## src/rtl/dnc_pkg.sv

```systemverilog
package dnc_pkg;

    typedef enum logic [1:0] {
        ACT_IDLE,
        ACT_DEC,
        ACT_LOAD,
        ACT_CLEAR
    } dnc_act_e;

    typedef struct packed {
        logic cnt_clk;
        logic hold;
    } dnc_edge_t;

endpackage

```

## src/rtl/dnc_sync.sv

```systemverilog
module dnc_sync #(
    parameter int W      = 1,
    parameter int STAGES = 2
) (
    input  logic         clk,
    input  logic         rst_n,
    input  logic [W-1:0] d,
    output logic [W-1:0] q
);
    logic [STAGES-1:0][W-1:0] pipe_d, pipe_q;

    always_comb begin
        pipe_d[0] = d;
        for (int i = 1; i < STAGES; i++) begin
            pipe_d[i] = pipe_q[i-1];
        end
    end

    always_ff @(posedge clk or negedge rst_n) begin
        if (!rst_n) pipe_q <= '0;
        else        pipe_q <= pipe_d;
    end

    assign q = pipe_q[STAGES-1];
endmodule

```

## src/rtl/dnc_edge.sv

```systemverilog
module dnc_edge
    import dnc_pkg::*;
(
    input  logic clk,
    input  logic rst_n,
    input  logic cnt_clk_s,
    input  logic hold_s,
    output logic dec_o
);
    dnc_edge_t prev_d, prev_q;
    logic      clk_rise, hold_fall;

    always_comb begin
        prev_d.cnt_clk = cnt_clk_s;
        prev_d.hold    = hold_s;
        clk_rise  = cnt_clk_s & ~prev_q.cnt_clk & ~hold_s;
        hold_fall = prev_q.hold & ~hold_s & cnt_clk_s;
        dec_o     = clk_rise | hold_fall;
    end

    always_ff @(posedge clk or negedge rst_n) begin
        if (!rst_n) prev_q <= '0;
        else        prev_q <= prev_d;
    end

    // no counting event while inhibit is held high
    a_r4_hold_blocks: assert property (@(posedge clk) disable iff (!rst_n)
        (hold_s && prev_q.hold) |-> !dec_o);
    // a falling count clock never produces an event
    a_r5_no_fall_count: assert property (@(posedge clk) disable iff (!rst_n)
        (!cnt_clk_s) |-> !dec_o);
endmodule

```

## src/rtl/dnc_zero.sv

```systemverilog
module dnc_zero #(
    parameter int CNT_W = 4
) (
    input  logic [CNT_W-1:0] count,
    input  logic             casc,
    input  logic             load_s,
    input  logic             clear_s,
    output logic             zero
);
    always_comb begin
        zero = casc & (count == '0) & (clear_s | ~load_s);
    end
endmodule

```

## src/rtl/dnc_stage.sv

```systemverilog
module dnc_stage
    import dnc_pkg::*;
#(
    parameter int CNT_W       = 4,
    parameter int SYNC_STAGES = 2
) (
    input  logic             clk,
    input  logic             rst_n,
    input  logic             cnt_clk_i,
    input  logic             hold_i,
    input  logic             clear_i,
    input  logic             load_en_i,
    input  logic [CNT_W-1:0] load_val_i,
    input  logic             casc_i,
    output logic [CNT_W-1:0] count_o,
    output logic             zero_o
);
    localparam int NCTRL = 4;

    typedef struct packed {
        logic [CNT_W-1:0] count;
    } stage_t;

    logic [NCTRL-1:0] ctrl_raw, ctrl_s;
    logic             clk_s, hold_s, clear_s, load_s, dec;
    dnc_act_e         act;
    stage_t           st_d, st_q;

    assign ctrl_raw = {clear_i, load_en_i, hold_i, cnt_clk_i};
    assign clk_s    = ctrl_s[0];
    assign hold_s   = ctrl_s[1];
    assign load_s   = ctrl_s[2];
    assign clear_s  = ctrl_s[3];

    dnc_sync #(.W(NCTRL), .STAGES(SYNC_STAGES)) u_sync (
        .clk   (clk),
        .rst_n (rst_n),
        .d     (ctrl_raw),
        .q     (ctrl_s)
    );

    dnc_edge u_edge (
        .clk       (clk),
        .rst_n     (rst_n),
        .cnt_clk_s (clk_s),
        .hold_s    (hold_s),
        .dec_o     (dec)
    );

    always_comb begin
        st_d = st_q;
        if (clear_s)     act = ACT_CLEAR;
        else if (load_s) act = ACT_LOAD;
        else if (dec)    act = ACT_DEC;
        else             act = ACT_IDLE;
        case (act)
            ACT_CLEAR: st_d.count = '0;
            ACT_LOAD:  st_d.count = load_val_i;
            ACT_DEC:   st_d.count = st_q.count - 1'b1;
            default:   st_d.count = st_q.count;
        endcase
    end

    always_ff @(posedge clk or negedge rst_n) begin
        if (!rst_n) st_q <= '0;
        else        st_q <= st_d;
    end

    assign count_o = st_q.count;

    dnc_zero #(.CNT_W(CNT_W)) u_zero (
        .count   (st_q.count),
        .casc    (casc_i),
        .load_s  (load_s),
        .clear_s (clear_s),
        .zero    (zero_o)
    );

    // clear forces zero on the next edge
    a_r1_clear: assert property (@(posedge clk) disable iff (!rst_n)
        clear_s |=> (count_o == '0));
    // load takes the preset value
    a_r2_load: assert property (@(posedge clk) disable iff (!rst_n)
        (!clear_s && load_s) |=> (count_o == $past(load_val_i)));
    // one event lowers the count by exactly one, modulo 2^CNT_W
    a_r3_dec_one: assert property (@(posedge clk) disable iff (!rst_n)
        (!clear_s && !load_s && dec) |=> (count_o == CNT_W'($past(count_o) - 1'b1)));
    // without event, load or clear the count holds
    a_r4_idle_stable: assert property (@(posedge clk) disable iff (!rst_n)
        (!clear_s && !load_s && !dec) |=> $stable(count_o));
    // the zero flag implies a zero count
    a_r7_zero_count: assert property (@(posedge clk) disable iff (!rst_n)
        zero_o |-> (count_o == '0));
    // cascade low keeps the zero flag low
    a_r8_casc_gate: assert property (@(posedge clk) disable iff (!rst_n)
        !casc_i |-> !zero_o);
endmodule

```

## config.mk

```make
export PLATFORM = sky130hd
export DESIGN_NAME = dnc_stage
export DESIGN_NICKNAME = d
export VERILOG_FILES = /design/src/rtl/dnc_pkg.sv /design/src/rtl/dnc_sync.sv /design/src/rtl/dnc_edge.sv /design/src/rtl/dnc_zero.sv /design/src/rtl/dnc_stage.sv
export SDC_FILE = /design/constraint.sdc
export NUM_CORES = 1
export LEC_CHECK = 0
export ABC_CLOCK_PERIOD_IN_PS = 4150
export BUFFER_PORTS_ARGS = -buffer_cell sky130_fd_sc_hd__buf_2
export CAP_MARGIN = 20
export CELL_PAD_IN_SITES_DETAIL_PLACEMENT = 0
export CELL_PAD_IN_SITES_GLOBAL_PLACEMENT = 2
export CORE_ASPECT_RATIO = 1.25
export CORE_MARGIN = 2
export CORE_UTILIZATION = 33
export CTS_CLUSTER_SIZE = 12
export DETAILED_ROUTE_END_ITERATION = 12
export PLACE_DENSITY_LB_ADDON = 0.1
export SLEW_MARGIN = 20
export SYNTH_ARGS = -nofsm -noshare
export SYNTH_HDL_FRONTEND = slang
export SYNTH_SLANG_ARGS = --single-unit
export TNS_END_PERCENT = 100
```

## constraint.sdc

```tcl
create_clock -name clk -period 4.15 [get_ports clk]
set_clock_uncertainty 0.1 [all_clocks]
set_input_delay 0.2075 -clock clk [delete_from_list [all_inputs] [get_ports clk]]
set_output_delay 0.2075 -clock clk [all_outputs]
set_load 0.005 [all_outputs]
```

# After elaboration in Yosys (flattened, before gate mapping)
# Index checks and enable logic that the tools add are counted.
# totals
regBits	14
elab_cells	26
# classes
addsub	1
eq_ne	3
mux	4
n_bitwise	11
reduce_logical	2
# op_table
op	n
one-hot mux 4 bit (3 select lines)	1
bitwise AND 1 bit	6
== test 2 bit, second input constant	2
zero test 4 bit	1
2-to-1 mux 2 bit	2
subtractor 4 x 1 -> 4 bit, second input constant	1
NOT 1 bit	3
nonzero test 3 bit	1
== test 2 x 1 -> 1 bit, second input constant	1
bitwise OR 1 bit	2
2-to-1 mux 1 bit	1

# Longest topological paths before layout
# depth
ltp_word	9
mapped_depth	7
mapped_depth_nobuf	7

# Cells and area by module
# Synthesis repeated with hierarchy kept, for this count alone.
# unflattened
cells_unflattened	48
area_unflattened_um2	606.8
# by_module_without_submodules
mod	instances	cells_per_inst	area_each_um2	seq_area_each_um2
dnc_stage	1	33	304.0	100.1
dnc_sync	1	8	200.2	200.2
dnc_edge	1	4	76.3	50.0
dnc_zero	1	3	26.3	0.0

# Worst setup path after synthesis
# OpenSTA, ideal clock, no wires.
# synth_path
path_type	reg2reg
start	reg u_edge.prev_q[0] in the netlist's numbering
end	reg st_q, in the netlist count_o[3]
arrival_ps	1666
t_required_ps	3981
setup_slack_ps	2315
stages_incl_launch_ff	7
path_buffers	0
synth_period_minus_slack_ps	1835
cell_sequence	dfrtp_1 -> nand2b_1 -> a31oi_1 -> ha_1 -> nand2b_1 -> or4_1 -> nand3_1
# synth_via
elab_chain_len	8
elab_cells_between_ends	11
cone_classes	eq/ne: 3; mux: 4; bitwise: 3; reduce/logical: 1
# synth_rtl
element	line	text
start: declaration	dnc_edge.sv:10	dnc_edge_t prev_d, prev_q;
start signal: assignment	dnc_edge.sv:23	else prev_q <= prev_d;
bitwise AND 1 bit * (2 in series)	dnc_edge.sv:17	hold_fall = prev_q.hold & ~hold_s & cnt_clk_s;
bitwise OR 1 bit *	dnc_edge.sv:18	dec_o = clk_rise | hold_fall;
2-to-1 mux 1 bit *	dnc_stage.sv:54	else if (dec) act = ACT_DEC;
2-to-1 mux 2 bit *	dnc_stage.sv:53	else if (load_s) act = ACT_LOAD;
2-to-1 mux 2 bit *	dnc_stage.sv:52	if (clear_s) act = ACT_CLEAR;
== test 2 x 1 -> 1 bit / == test 2 bit (equally long branches)	dnc_stage.sv:56	case (act)
one-hot mux 4 bit (3 select lines) / nonzero test 3 bit (equally long branches)	--	
end signal: assignment	dnc_stage.sv:66	else st_q <= st_d;
end: declaration	dnc_stage.sv:27	stage_t st_d, st_q;
# Mark *: on every way between the ends. The rest lies on a longest branch, timed or not.
# A chain may end at the register's enable or synchronous reset.

# Worst setup path in the final report
# Ends and elaborated chain as after synthesis.

==> qor.json <==
{
  "cts-htree-levels": 1,
  "slowest_stage": "sky130_fd_sc_hd__or4_1",
  "run_status": "finished, final reports clean",
  "max_slew.worst_pin.slew_ns": 0.313,
  "post_drt_wl_per_cell_um": 11.9,
  "ys_seq_elements": 14,
  "clock_sinks": 14,
  "row_count": 16,
  "syn_to_final_growth_pct": 29.8,
  "number_of_global_route_vias_before_repair": 422,
  "top_level_ports": 16,
  "gp_congestion": 0.654,
  "path_clk_slew_ns": 0.08,
  "cts_tree": "yes",
  "synth_sequential_area_ratio": 0.613,
  "cp.arrival_ns": 2.08,
  "holdPathEnd": "count_o[2]",
  "hold_class": "in -> reg",
  "timing.setup.tns_ns": 0,
  "ctsHoldBuffers": 5,
  "layout-drive-gt1-share": 0.286,
  "design.final.nets": 87,
  "pre_cts_ws_ns": 2.20,
  "wl_um": 1050,
  "critical_path_required_ns": 4.26,
  "ir_drop_mv": 0.212,
  "register_area_um2": 350,
  "dr_total_vias": 434,
  "drt-pass1-iter-count": 2,
  "cts-root-to-sink-buffers": 2,
  "first_pass_grt_wire_length_um": 1680,
  "ff2ff_path_depth": 6,
  "floorplan.die.height_um": 50.5,
  "timing.max_slew.rel_slack": 0.791,
  "avgSynthCellArea_um2": 12.2,
  "globalRouteOverflowTotal": 0,
  "postSynthCellCount": 47,
  "multi_input_comb_area_um2": 203,
  "minimum_setup_slack_in_the_final_design_ns": 2.18,
  "via_per_inst": 4.93,
  "synth.lib_cells_used.distinct": 20,
  "holdPathStages": 3,
  "rsz0062_at_grt": "false",
  "dp_hpwl_um": 794,
  "clk_latency_ns": 0.27,
  "finalHoldViolCount": 0,
  "timing.final.max_slew_violations": 0,
  "port_buffers": 15,
  "antenna_cells": 0,
  "start_util": 0.357,
  "placed_cell_area_um2": 669,
  "postCtsSetupRepairBufs": 0,
  "grt_start_max_net_pins": 15,
  "min_from": "load_val_i[2]",
  "cpPeakStageDelay_ns": 0.46,
  "setup_violating_endpoint_count_in_the_final_report": 0,
  "worst_path_class_setup": "reg -> reg",
  "syn_nets": 62,
  "finalPower_uw": 260,
  "die_w_um": 41.2,
  "regToRegEndpoint": "count_o[3]",
  "static_power_due_to_leakage_nw": 0.368,
  "clock.fmax_ghz": 0.508,
  "post_cts_resized": 0,
  "synth.cell_area_um2": 572,
  "root_buffer": "sky130_fd_sc_hd__clkbuf_4",
  "clock_buffer_count_from_cts": 3,
  "track_usage": 0.126,
  "maxCapViolCount": 0,
  "cellPowerDensity_nw_per_um2": 351,
  "period_utilization": 0.475,
  "timing.final.crit_period_ns": 1.97,
  "grt_antenna_before_repair": 0,
  "final_cell_area_um2": 742,
  "critPathLaunchType": "register",
  "crit_path_max_fanout": 4,
  "worst_hold_slack_ns": 0.0922,
  "coreArea_um2": 1600,
  "critical_path.cell_chain": "nand2b_1 -> a31oi_1 -> ha_1 -> nand2b_1 -> or4_1 -> nand3_1",
  "worst_r2r_startpoint": "u_edge.prev_q[0]",
  "timing.reg2reg.setup_slack_ns": 2.18,
  "ant_nets": 0,
  "drt_first_iter_violations": 3,
  "cp-end-kind": "register",
  "post-route-drc-count": 0,
  "yosys_warnings": 0,
  "dieArea_um2": 2080,
  "cpMostUsedCell": "sky130_fd_sc_hd__nand2b_1",
  "final.fill_count": 158
}
[synthesized netlist by cell type (all sizes together)]
cell type | n | share of area
dfrtp | 14 | 0.61
inv | 5 | 0.033
ha | 4 | 0.088
nand2b | 3 | 0.033
o21ai | 3 | 0.026
a22o | 2 | 0.033
nand2 | 2 | 0.013
nand3 | 2 | 0.018
nor2 | 2 | 0.013
a31oi | 1 | 0.011
a32oi | 1 | 0.015
nand4b | 1 | 0.015
nor2b | 1 | 0.011
nor3b | 1 | 0.013
nor4b | 1 | 0.015
o311ai | 1 | 0.015
or2 | 1 | 0.011
or3 | 1 | 0.011
or4 | 1 | 0.013
[report_power, final]
part           switching [mW]  internal [mW]
clock network          0.0390         0.0335
logic                  0.0182         0.0196
registers             0.00534          0.145
total                  0.0625          0.198
[worst max-delay path by stage]
stage | start | end | slack, ns | cells past startpoint
detailed placement | u_edge.prev_q[0] | count_o[3] | 2.20 | 6
global route | u_edge.prev_q[0] | count_o[3] | 2.05 | 6
floorplan | u_edge.prev_q[0] | count_o[3] | 2.32 | 6
global placement | u_edge.prev_q[0] | count_o[3] | 2.24 | 6
finish | u_edge.prev_q[0] | count_o[3] | 2.18 | 6
CTS | u_edge.prev_q[0] | count_o[3] | 2.18 | 6
[cells in the final DEF, fill, tap and decap left out, drive strengths merged]
master / instances
buf: 15
dfrtp: 14
inv: 5
dlygate4sd3: 5
ha: 4
nand2b: 3
o21ai: 3
clkbuf: 3
nor2: 2
nand3: 2
nand2: 2
a22o: 2
or2: 1
a31oi: 1
nor2b: 1
nor4b: 1
nor3b: 1
o311ai: 1
or3: 1
or4: 1
nand4b: 1
a32oi: 1
[critical path, delay by kind of cell, from the launching register on]
family,cells,cell delay [ns]
compound gates,1,0.28
fa+ha+maj,1,0.32
flops,1,0.36
simple gates,4,0.84
[through the flow]
stage | util | std cells
2_1_floorplan | - | 47
3_3_place_gp | 0.418 | 80
3_5_place_dp | 0.418 | 80
4_1_cts | 0.463 | 88
5_1_grt | 0.463 | 88
6_report | 0.463 | 88
[area by class of cell]
class / count / area share
sequential: 14 / 0.472
timing repair buffer: 20 / 0.169
clock buffer: 3 / 0.0304
inverter: 5 / 0.0253
multi-input combinational: 28 / 0.273
tap: 18 / 0.0304
[cells by family (layout without fill, tap and decap cells)]
kind of cell	count (synthesis)	count (layout)	share of synthesized area
adder cells (fa/ha/maj)	4	4	0.0875
AND/OR/NAND/NOR	16	16	0.166
buffers and inverters	5	28	0.0328
AO/OA/AOI/OAI	8	8	0.101
flip-flops	14	14	0.613
[registers in the layout, summed over array words and instances (netlist names)]
name / cells
u_edge.prev_q: 2
u_sync.pipe_d: 4
u_sync.q: 4
count_o: 4
[layer usage]
| layer | share of wire | track usage | wire (um) | up-vias |
|---|---|---|---|---|
| li1 | - | - | - | 212 |
| met1 | 0.43 | 0.138 | 453 | 211 |
| met2 | 0.52 | 0.203 | 543 | 11 |
| met3 | 0.048 | 0.0398 | 50 | 0 |
| met4 | 0 | 0.0645 | 0 | 0 |
| met5 | 0 | 0 | 0 | - |
No activity file was read; power rests on OpenSTA's default activity.
